$ cat config.mk
export PLATFORM = sky130hd
export DESIGN_NAME = irq_rail_hub
export DESIGN_NICKNAME = d
export VERILOG_FILES = /design/src/rtl/irq_rail_hub_pkg.sv /design/src/rtl/rail_window_cmp.sv /design/src/rtl/rail_alarm_unit.sv /design/src/rtl/irq_status_reg.sv /design/src/rtl/irq_rail_hub.sv
export SDC_FILE = /design/constraint.sdc
export NUM_CORES = 1
export LEC_CHECK = 0
export ABC_CLOCK_PERIOD_IN_PS = 950
export BUFFER_PORTS_ARGS = -buffer_cell sky130_fd_sc_hd__buf_2
export CAP_MARGIN = 25
export CORE_ASPECT_RATIO = 1.1
export CORE_UTILIZATION = 45
export CTS_CLUSTER_DIAMETER = 80
export CTS_CLUSTER_SIZE = 12
export DETAILED_ROUTE_END_ITERATION = 10
export GPL_TIMING_DRIVEN = 1
export PLACE_DENSITY = 0.86
export SLEW_MARGIN = 20
export SYNTH_ARGS = -nofsm -noshare
export SYNTH_HDL_FRONTEND = slang
export SYNTH_HIERARCHICAL = 1
export SYNTH_SLANG_ARGS = --single-unit
$ cat constraint.sdc
create_clock -name clk -period 0.95 [get_ports clk]
set_input_delay 0.095 -clock clk [delete_from_list [all_inputs] [get_ports clk]]
set_output_delay 0.095 -clock clk [all_outputs]
set_load 0.02 [all_outputs]
$ cat src/rtl/irq_rail_hub_pkg.sv
package irq_rail_hub_pkg;
    localparam int NUM_SRC   = 8;
    localparam int NUM_EVT   = NUM_SRC - 1;
    localparam int ALARM_BIT = NUM_SRC - 1;
    localparam int NUM_RAIL  = 2;

    typedef enum logic {
        SEL_STATUS = 1'b0,
        SEL_ENABLE = 1'b1
    } reg_sel_e;

    typedef struct packed {
        logic [NUM_SRC-1:0] status;
        logic [NUM_SRC-1:0] enable;
    } irq_regs_t;

    typedef struct packed {
        logic [NUM_RAIL-1:0] outside;
    } rail_hist_t;
endpackage

$ cat src/rtl/rail_window_cmp.sv
module rail_window_cmp #(
    parameter int              W  = 8,
    parameter logic [W-1:0]    LO = 8'd95,
    parameter logic [W-1:0]    HI = 8'd116
) (
    input  logic [W-1:0] level_i,
    output logic         outside_o
);
    always_comb begin
        outside_o = (level_i > HI) || (level_i < LO);
    end
endmodule

$ cat src/rtl/rail_alarm_unit.sv
module rail_alarm_unit
    import irq_rail_hub_pkg::*;
#(
    parameter int                   W      = 8,
    parameter logic [NUM_RAIL*W-1:0] LO_TBL = {8'd144, 8'd95},
    parameter logic [NUM_RAIL*W-1:0] HI_TBL = {8'd176, 8'd116}
) (
    input  logic                  clk,
    input  logic                  rst_n,
    input  logic                  sample_vld_i,
    input  logic [NUM_RAIL*W-1:0] levels_i,
    output logic                  alarm_set_o
);
    logic [NUM_RAIL-1:0] now_out;
    rail_hist_t          hist_d, hist_q;

    for (genvar r = 0; r < NUM_RAIL; r++) begin : g_rail
        rail_window_cmp #(
            .W  (W),
            .LO (LO_TBL[r*W +: W]),
            .HI (HI_TBL[r*W +: W])
        ) u_cmp (
            .level_i   (levels_i[r*W +: W]),
            .outside_o (now_out[r])
        );
    end

    always_comb begin
        hist_d      = hist_q;
        alarm_set_o = 1'b0;
        if (sample_vld_i) begin
            alarm_set_o    = |(now_out & ~hist_q.outside);
            hist_d.outside = now_out;
        end
    end

    always_ff @(posedge clk or negedge rst_n) begin
        if (!rst_n) begin
            hist_q <= '0;
        end else begin
            hist_q <= hist_d;
        end
    end
endmodule

$ cat src/rtl/irq_status_reg.sv
module irq_status_reg
    import irq_rail_hub_pkg::*;
(
    input  logic               clk,
    input  logic               rst_n,
    input  logic [NUM_SRC-1:0] set_i,
    input  logic               clr_wr_i,
    input  logic               en_wr_i,
    input  logic [NUM_SRC-1:0] wdata_i,
    output logic [NUM_SRC-1:0] status_o,
    output logic [NUM_SRC-1:0] enable_o
);
    irq_regs_t regs_d, regs_q;

    always_comb begin
        regs_d = regs_q;
        if (clr_wr_i) begin
            regs_d.status = regs_q.status & ~wdata_i;
        end
        regs_d.status = regs_d.status | set_i;
        if (en_wr_i) begin
            regs_d.enable = wdata_i;
        end
    end

    always_ff @(posedge clk or negedge rst_n) begin
        if (!rst_n) begin
            regs_q <= '0;
        end else begin
            regs_q <= regs_d;
        end
    end

    assign status_o = regs_q.status;
    assign enable_o = regs_q.enable;
endmodule

$ cat src/rtl/irq_rail_hub.sv
module irq_rail_hub
    import irq_rail_hub_pkg::*;
#(
    parameter int               RAIL_W = 8,
    parameter logic [RAIL_W-1:0] A_LO  = 8'd95,
    parameter logic [RAIL_W-1:0] A_HI  = 8'd116,
    parameter logic [RAIL_W-1:0] B_LO  = 8'd144,
    parameter logic [RAIL_W-1:0] B_HI  = 8'd176
) (
    input  logic               clk,
    input  logic               rst_n,
    input  logic [NUM_EVT-1:0] evt_i,
    input  logic [RAIL_W-1:0]  rail_a_i,
    input  logic [RAIL_W-1:0]  rail_b_i,
    input  logic               sample_vld_i,
    input  logic               reg_sel_i,
    input  logic               reg_wr_i,
    input  logic [NUM_SRC-1:0] reg_wdata_i,
    output logic [NUM_SRC-1:0] reg_rdata_o,
    output logic               irq_n_o
);
    localparam logic [NUM_RAIL*RAIL_W-1:0] LO_TBL = {B_LO, A_LO};
    localparam logic [NUM_RAIL*RAIL_W-1:0] HI_TBL = {B_HI, A_HI};

    logic               alarm_set;
    logic [NUM_SRC-1:0] set_vec;
    logic [NUM_SRC-1:0] status_w;
    logic [NUM_SRC-1:0] enable_w;
    logic               clr_wr;
    logic               en_wr;

    rail_alarm_unit #(
        .W      (RAIL_W),
        .LO_TBL (LO_TBL),
        .HI_TBL (HI_TBL)
    ) u_alarm (
        .clk          (clk),
        .rst_n        (rst_n),
        .sample_vld_i (sample_vld_i),
        .levels_i     ({rail_b_i, rail_a_i}),
        .alarm_set_o  (alarm_set)
    );

    always_comb begin
        set_vec            = '0;
        set_vec[NUM_EVT-1:0] = evt_i;
        set_vec[ALARM_BIT] = alarm_set;
        clr_wr = reg_wr_i && (reg_sel_e'(reg_sel_i) == SEL_STATUS);
        en_wr  = reg_wr_i && (reg_sel_e'(reg_sel_i) == SEL_ENABLE);
    end

    irq_status_reg u_regs (
        .clk      (clk),
        .rst_n    (rst_n),
        .set_i    (set_vec),
        .clr_wr_i (clr_wr),
        .en_wr_i  (en_wr),
        .wdata_i  (reg_wdata_i),
        .status_o (status_w),
        .enable_o (enable_w)
    );

    always_comb begin
        reg_rdata_o = (reg_sel_e'(reg_sel_i) == SEL_ENABLE) ? enable_w : status_w;
        irq_n_o     = ~|(status_w & enable_w);
    end
endmodule

# ---- Word level (Yosys, flattened, before mapping)
# Cells that the tools add are included.
# W data, S select, Z words.
dict set report word_totals {
  word_cells 24
  register_bits 18
}
dict set report classes {
  n_reduce_logical 7
  mux 3
  bitwise 7
  magnitude_cmp 4
}
# op n
set ops {}
lappend ops {{$and A8 B8 Y8} 2}
lappend ops {{$mux W8} 2}
lappend ops {{$gt A8 B7 Y1 const B} 1}
lappend ops {{$gt A8 B8 Y1 const B} 1}
lappend ops {{$lt A8 B7 Y1 const B} 1}
lappend ops {{$lt A8 B8 Y1 const B} 1}
lappend ops {{$not A8 Y8} 1}
lappend ops {{$or A8 B8 Y8} 1}
lappend ops {{$reduce_or A8 Y1} 1}
lappend ops {{$and A2 B2 Y2} 1}
lappend ops {{$logic_and A1 B1 Y1} 2}
lappend ops {{$logic_or A1 B1 Y1} 2}
lappend ops {{$not A2 Y2} 1}
lappend ops {{$reduce_or A2 Y1} 1}
lappend ops {{$logic_not A1 Y1} 1}
lappend ops {{$mux W1} 1}
lappend ops {{$not A1 Y1} 1}

# ---- Depth between registers and ports, before layout
# Gate-level depths: netlist (run 1).
dict set report logic_depth {
  ltp_word 6
  depth_mapped 6
  mapped_depth_nobuf 6
}

# ---- By module
# Netlist (run 1), hierarchy kept.
# mod area_each_um2 seq_area_each_um2 cells_each instances
set modules_own_cells {}
lappend modules_own_cells {irq_status_reg 626.9 400.4 42 1}
lappend modules_own_cells {irq_rail_hub 186.4 0.0 16 1}
lappend modules_own_cells {rail_alarm_unit 96.3 50.0 7 1}
lappend modules_own_cells {{rail_window_cmp at u_alarm.g_rail[0].u_cmp} 42.5 0.0 7 1}
lappend modules_own_cells {{rail_window_cmp at u_alarm.g_rail[1].u_cmp} 35.0 0.0 5 1}

# ---- Worst setup path after synthesis (run 1)
# OpenSTA, ideal clock, no wires.
dict set report synth_path {
  kind {input -> register}
  startpoint {input port reg_sel_i}
  endpoint {register u_regs.regs_q[0] (netlist: u_regs/enable_o[0])}
  t_required_ps 825
  stages 4
  slack_ps 9
  setup_ps 125
  path_buffers 2
  arrival_ps 816
  cell_sequence {buf_6 -> and2_2 -> buf_6 -> mux2_4}
}
dict set report synth_between {
  elab_chain_cells 1
}
# item line
set synth_rtl {}
lappend synth_rtl {{start: declaration} irq_rail_hub.sv:16} ;# input logic reg_sel_i,
lappend synth_rtl {{$logic_and A1 B1 Y1} irq_rail_hub.sv:49} ;# en_wr = reg_wr_i && (reg_sel_e'(reg_sel_i) == SEL_ENABLE);
lappend synth_rtl {{named net en_wr} irq_rail_hub.sv:30} ;# logic en_wr;
lappend synth_rtl {{end signal: assignment} irq_status_reg.sv:30} ;# regs_q <= regs_d;
lappend synth_rtl {{end: declaration} irq_status_reg.sv:13} ;# irq_regs_t regs_d, regs_q;
# The timed path passes the listed nets, and every way through them passes these cells.
# A chain may end at the register's enable or synchronous reset.

# ---- Worst setup path after layout (run 1)
dict set report layout_path {
  startpoint {register u_regs.regs_q[9] (netlist: u_regs/status_o[1])}
  endpoint {output port irq_n_o}
}
dict set report layout_between {
  elab_chain_cells 3
}
# item line
set layout_rtl {}
lappend layout_rtl {{$and A8 B8 Y8} irq_rail_hub.sv:65} ;# irq_n_o = ~|(status_w & enable_w);
lappend layout_rtl {{$reduce_or A8 Y1} irq_rail_hub.sv:65}
lappend layout_rtl {{$logic_not A1 Y1} irq_rail_hub.sv:65}
lappend layout_rtl {{end: declaration} irq_rail_hub.sv:20} ;# output logic irq_n_o
# Every way passes these cells.

==> results of run 1 <==
[what timing repair did]
action                                  in CTS  in global routing
buffers inserted                             0                  3
endpoints found under the hold margin       25                  0
hold buffers                                 8                  0
resized for setup                           18                  1
endpoints found under the setup margin       9                  9
cloned                                       0                  0
pin swaps                                    0                  1
[state kept, by name, summed over array words and instances, names as in the netlist]
register	cells
u_regs/enable_o	8
u_alarm/hist_q	2
u_regs/status_o	8
[power by group through the flow]
stage,clock network [mW],logic [mW],registers (mW)
2_1_floorplan,0,0.333,0.909
3_3_place_gp,0,0.561,0.918
3_5_place_dp,0,0.575,0.929
4_1_cts,0.385,0.672,0.918
5_1_grt,0.417,0.745,0.929
6_report,0.360,0.695,0.917
[final cells by class]
| class | instances | area, µm² | area share [%] |
|---|---|---|---|
| multi-input combinational | 55 | 510 | 33.8 |
| timing repair buffer | 68 | 489 | 32.4 |
| sequential | 18 | 450 | 29.8 |
| tap | 28 | 35.0 | 2.32 |
| clock buffer | 3 | 22.5 | 1.49 |
| inverter | 1 | 3.75 | 0.248 |
[synthesized netlist by cell type, drive strengths merged]
library cell	n	area (µm²)
nand2	10	37.5
o211ai	1	7.51
a22oi	4	30.0
and2b	1	8.76
buf	3	27.5
o2111ai	1	8.76
inv	1	3.75
dfrtp	18	450
nand2b	2	12.5
nor4	1	12.5
or2	1	6.26
nor3	1	5.00
a21boi	1	11.3
o21ai	1	8.76
a21o	8	60.1
nand3	1	5.00
and2	1	7.51
and3	1	6.26
mux2	18	263
nor2b	1	6.26
and4	1	8.76
[cell families (layout without fill, tap and decap cells)]
family	after synthesis	count (layout)	share of synthesized area, %
mux	18	18	26.6
buf+inv	4	72	3.17
compound gates	16	16	12.8
simple gates	21	21	11.8
flops	18	18	45.6
[metal layers]
metal	vias up	part of all wire [%]
met5	-	0
met4	0	0.94
met1	399	42
met3	2	5.1
met2	38	52
li1	416	-
[worst max-delay path by stage]
stage | start | end | depth (start not counted)
finish | u_regs/status_o[1]$_DFF_PN0_ | irq_n_o | 3
global route | u_regs/status_o[1]$_DFF_PN0_ | irq_n_o | 3
CTS | u_regs/enable_o[1]$_DFFE_PN0P_ | irq_n_o | 3
detailed placement | rail_b_i[0] | u_regs/status_o[7]$_DFF_PN0_ | 6
global placement | u_regs/status_o[6]$_DFF_PN0_ | irq_n_o | 3
floorplan | reg_sel_i | u_regs/enable_o[0]$_DFFE_PN0P_ | 4
==> results by group, run 1 <==
Layout
  – Commonest non-fill, non-tap cells in the layout: buf_2 (35), dfrtp_1 (18), mux2_4 (16), buf_4 (15), nand2_1 (10)
  – Filler cell count: 149
  – Most common cell after layout, fill and taps aside: buf_2
  – Antenna Cells: 0
  – Fin util: 74.0%
  – Area delta synth->final: 53.1%
  – # nets final: 183
  – Final Non-Filler Cells: 173
  – Layout cells sized above 1: 60.7%
  – Design area: 1510 µm²

Route
  – DR iter-0 viols: 14
  – Final WL: 2230 µm
  – Length of the first detailed-routing pass in iterations: 4
  – DR WL/cell: 12.9 µm
  – Antenna viol nets, final: 0
  – Post-route DRC: 0
  – Via Count: 855
  – Vias per cell: 4.94

Global route
  – GRT busiest layer: met2
  – Total grt overflow: 0
  – First-pass GRT wire length: 3550 µm
  – Met3 usage: 3.18%
  – Overall Global Routing Usage: 21.0%
  – Largest net degree at the start of global routing: 19
  – M2 GR Usage: 38.0%
  – Number of global-route vias before repair: 850
  – Met1 usage: 24.1%
  – Initial antenna violation count: 0

Place
  – HPWL Detailed: 1610 µm
  – IO buf count: 44
  – Placed cell count: 159
  – Global placer's final weighted congestion: 0.722
  – Pre-CTS setup slack: -108 ps
  – Placed standard-cell area: 1330 µm²

Logic synthesis
  – Register area share after synthesis: 45.6%
  – Synth Area per Inst: 12.8 µm²
  – Synthesized flop and latch total: 18
  – Yosys warns: 6
  – Total nets after synthesis: 113
  – Mapped Cells: 77
  – Netlist cell types: 23
  – Synth Cell Area: 987 µm²

Run status
  – Failing checks: setup timing
  – Status: complete, but fails checks

Clock tree
  – Deepest clock path buffer count: 2
  – Clock slew at reported path FFs: 90 ps
  – H-Tree Depth: 1
  – CTS tree: built
  – TritonCTS Sinks: 18
  – Clk Latency, worst-skew pair: 280 ps
  – Num CTS Buffers: 3
  – Clk root buf: clkbuf_4

Timing
  – Min Tclk post-route: 1330 ps
  – Worst hold slack: 52.9 ps
  – Unrepaired setup endpoints after global routing: true
  – Slew @ Worst Pin: 404 ps
  – Endpoints failing setup: 9
  – Slew margin rel.: 73.1%
  – Setup_tns: -2640 ps
  – Setup WS post-layout: -381 ps
  – Fin. Hold Viols: 0
  – Tcrit/Tclk final: 140%
  – Worst clock skew: 1.55 ps
  – Max frequency: 751 MHz
  – Max-slew violation count: 0

Power and ir drop
  – Comb power frac: 35.3%
  – Clock Power Share: 18.3%
  – Total power: 1.97 mW
  – Part of the power in registers: 46.5%
  – Power per cell area: 1300 nW/µm²
  – Switch share: 26.9%
  – Pint: 1.44 mW
  – Peak VDD IR: 0.821 mV
  – Switching power: 0.530 mW
  – Leak: 0.732 nW

Die
  – I/O pins: 45
  – Die Ht: 51.1 µm
  – Starting density of the core: 48.3%
  – Die area: 2390 µm²
  – FP Rows: 17
  – Core Footprint: 2040 µm²
  – Die X: 46.7 µm

Critical path
  – CP Capture Type: output pin
  – WP data required: 850 ps
  – Reg2reg path depth: 2
  – Worst-path cell chain: a22oi_2 > and4_1 > buf_6
  – Setup CP Type: reg -> out
  – Startpoint Class: flip-flop
  – R2R Path End: u_regs/enable_o[1]$_DFFE_PN0P_
  – CP max stage delay: 420 ps
  – Reg2reg start: u_regs/enable_o[1]$_DFFE_PN0P_
  – Worst path slowest cell: dfrtp_1
  – Worst path arrival time: 1240 ps
  – CP max FO: 3
  – R2R setup slack: 30 ps
  – CP top delay family: flip-flops
  – Buf/Inv on CP: 1

Hold path
  – Worst Hold Path Cells: 2
  – Hold Crit Start: reg_wdata_i[6]
  – Hold Crit Endpoint: u_regs/enable_o[6]$_DFFE_PN0P_
  – Min-Delay Path Class: in -> reg

Flow run
  – MaxCap Viol Count: 0
Note: power is estimated with default switching activity, not from simulation.
==> inputs of run 2 (changes only) <==
Settings changed: CELL_PAD_IN_SITES_DETAIL_PLACEMENT set to 1, CELL_PAD_IN_SITES_GLOBAL_PLACEMENT set to 2, CORE_UTILIZATION 45 to 28, PLACE_DENSITY 0.86 to 0.87.
==> run 2 against run 1 <==
Against the previous run: the flow still finishes with violations (setup timing); hold slack lost 15 ps; setup slack got worse by 33 ps; clock skew fell by 1.5 ps; first-iteration DRC count grew 100%; largest cell class is now buffers; highest routed layer unchanged.
==> results by group, run 2 (same netlist as run 1, synthesis figures left out) <==
Timing
  – Slew margin rel.: 72.3% (was 73.1%)
  – Setup_tns: -3060 ps (was -2640 ps)
  – Max-slew violation count: 0 (unchanged)
  – Unrepaired setup endpoints after global routing: true (unchanged)
  – Min Tclk post-route: 1360 ps (was 1330 ps)
  – Slew @ Worst Pin: 415 ps (was 404 ps)
  – Endpoints failing setup: 9 (unchanged)
  – Fin. Hold Viols: 0 (unchanged)
  – Tcrit/Tclk final: 144% (was 140%)
  – Setup WS post-layout: -414 ps (was -381 ps)
  – Worst clock skew: 0.0822 ps (was 1.55 ps)
  – Max frequency: 733 MHz (was 751 MHz)

Critical path
  – Worst path slowest cell: dfrtp_1 (unchanged)
  – CP Capture Type: output pin (unchanged)
  – Setup CP Type: reg -> out (unchanged)
  – Startpoint Class: flip-flop (unchanged)
  – CP max FO: 2 (was 3)
  – Reg2reg start: u_regs/enable_o[0]$_DFFE_PN0P_ (was u_regs/enable_o[1]$_DFFE_PN0P_)
  – CP top delay family: flip-flops (unchanged)
  – Buf/Inv on CP: 1 (unchanged)
  – Worst path arrival time: 1270 ps (was 1240 ps)
  – Critical path origin: u_regs/enable_o[3]$_DFFE_PN0P_ (was u_regs/status_o[1]$_DFF_PN0_)
  – CP max stage delay: 430 ps (was 420 ps)
  – WP data required: 850 ps (about the same)
  – Worst-path cell chain: a22oi_2 > and4_1 > buf_4 (was a22oi_2 > and4_1 > buf_6)

Die
  – I/O pins: 45 (unchanged)
  – Starting density of the core: 29.4% (was 48.3%)
  – Die area: 3770 µm² (was 2390 µm²)
  – Core Footprint: 3360 µm² (was 2040 µm²)
  – FP Rows: 22 (was 17)
  – Die Ht: 64.3 µm (was 51.1 µm)
  – Die X: 58.6 µm (was 46.7 µm)

Global route
  – First-pass GRT wire length: 4510 µm (was 3550 µm)
  – Largest net degree at the start of global routing: 19 (unchanged)
  – Overall Global Routing Usage: 16.4% (was 21.0%)
  – Total grt overflow: 0 (unchanged)
  – Number of global-route vias before repair: 1024 (was 850)
  – Initial antenna violation count: 0 (unchanged)

Clock tree
  – CTS tree: built (unchanged)
  – Deepest clock path buffer count: 2 (unchanged)
  – Clk root buf: clkbuf_4 (unchanged)
  – TritonCTS Sinks: 18 (unchanged)
  – H-Tree Depth: 1 (unchanged)
  – Clock slew at reported path FFs: 110 ps (was 90 ps)
  – Clk Latency, worst-skew pair: 300 ps (was 280 ps)
  – Num CTS Buffers: 3 (unchanged)

Power and ir drop
  – Leak: 0.757 nW (was 0.732 nW)
  – Total power: 2.16 mW (was 1.97 mW)
  – Power per cell area: 1350 nW/µm² (was 1300 nW/µm²)
  – Peak VDD IR: 0.430 mV (was 0.821 mV)

Route
  – Length of the first detailed-routing pass in iterations: 4 (unchanged)
  – Antenna viol nets, final: 0 (unchanged)
  – Final WL: 2780 µm (was 2230 µm)
  – DR iter-0 viols: 28 (was 14)
  – Vias per cell: 4.45 (was 4.94)
  – Post-route DRC: 0 (unchanged)
  – Via Count: 877 (was 855)
  – DR WL/cell: 14.1 µm (was 12.9 µm)

Place
  – HPWL Detailed: 2150 µm (was 1610 µm)
  – Placed standard-cell area: 1370 µm² (was 1330 µm²)
  – Global placer's final weighted congestion: 0.683 (was 0.722)
  – IO buf count: 44 (unchanged)

Layout
  – Area delta synth->final: 61.5% (was 53.1%)
  – Filler cell count: 395 (was 149)
  – Most common cell after layout, fill and taps aside: buf_2 (unchanged)
  – Commonest non-fill, non-tap cells in the layout: buf_2 (35), dfrtp_1 (18), mux2_4 (16), buf_4 (15), buf_6 (12) (was buf_2 (35), dfrtp_1 (18), mux2_4 (16), buf_4 (15), nand2_1 (10))
  – # nets final: 186 (was 183)
  – Design area: 1590 µm² (was 1510 µm²)
  – Storage cell area: 450 µm² (unchanged)
  – Area of the multi-input gates: 520 µm² (was 510 µm²)
  – Layout cells sized above 1: 63.1% (was 60.7%)
  – Antenna Cells: 0 (unchanged)

Hold path
  – Hold Crit Start: reg_wdata_i[5] (was reg_wdata_i[6])
  – Min-Delay Path Class: in -> reg (unchanged)

Flow run
  – MaxCap Viol Count: 0 (unchanged)

Run status
  – Failing checks: setup timing (unchanged)
  – Status: complete, but fails checks (unchanged)
-- run 2: where the power goes --
group | total (mW) | internal, mW | switching [mW]
Sequential | 0.922 | 0.848 | 0.0740
Combinational | 0.739 | 0.474 | 0.265
Clock | 0.497 | 0.234 | 0.263
Total | 2.16 | 1.56 | 0.602
-- run 2: per-layer routing --
layer / vias to the layer above / global-route usage [%] / share of wire, %
li1: 419 / - / -
met1: 425 / 16.5 / 38
met2: 29 / 32.5 / 57
met3: 4 / 2.43 / 3.5
met4: 0 / 6.25 / 1.2
met5: - / 0 / 0
-- run 2: layout make-up --
cell class	count	share of cell area, %
inverters	1	0.235
flip-flops and latches	18	28.3
clock buffers	4	2.28
repair buffers	71	32.8
well taps	48	3.77
multi-input cells	55	32.7
-- run 2: path summary, 6_finish.rpt --
| kind | endpoint | slack (ps) | depth (start not counted) |
|---|---|---|---|
| min in group asynchronous | u_regs/status_o[4]$_DFF_PN0_ | 270 | 2 |
| max | irq_n_o | -410 | 3 |
| max reg2reg | u_regs/enable_o[0]$_DFFE_PN0P_ | 30 | 2 |
| min reg2reg | u_alarm/hist_q[1]$_DFFE_PN0P_ | 530 | 1 |
| max in group asynchronous | u_regs/status_o[6]$_DFF_PN0_ | 390 | 2 |
| min | u_regs/enable_o[5]$_DFFE_PN0P_ | 40 | 2 |
-- run 2: metrics by stage --
step / instances / hold WS [ps] / util (%) / setup slack, ps
2_1_floorplan: 77 / -201 / - / 9.12
3_3_place_gp: 181 / 44.1 / 40.6 / -82.5
3_5_place_dp: 181 / 57.0 / 40.6 / -171
4_1_cts: 195 / 0.374 / 46.5 / -419
5_1_grt: 197 / 26.4 / 47.5 / -466
6_report: 197 / 38.3 / 47.5 / -414
-- run 2: timing repair --
item                                    4_1_cts  5_1_grt
gates cloned                                  0        0
buffers inserted                              3        2
endpoints found under the hold margin        24        1
resized for setup                            21        4
hold buffers                                  7        1
endpoints found under the setup margin        9       10
pin swaps                                     1        1
-- run 2: worst register-to-register path: cells and delay by family (launching register included) --
| family | cells | cell delay (ps) |
|---|---|---|
| buf+inv | 1 | 140 |
| flops | 1 | 430 |
| mux | 1 | 250 |
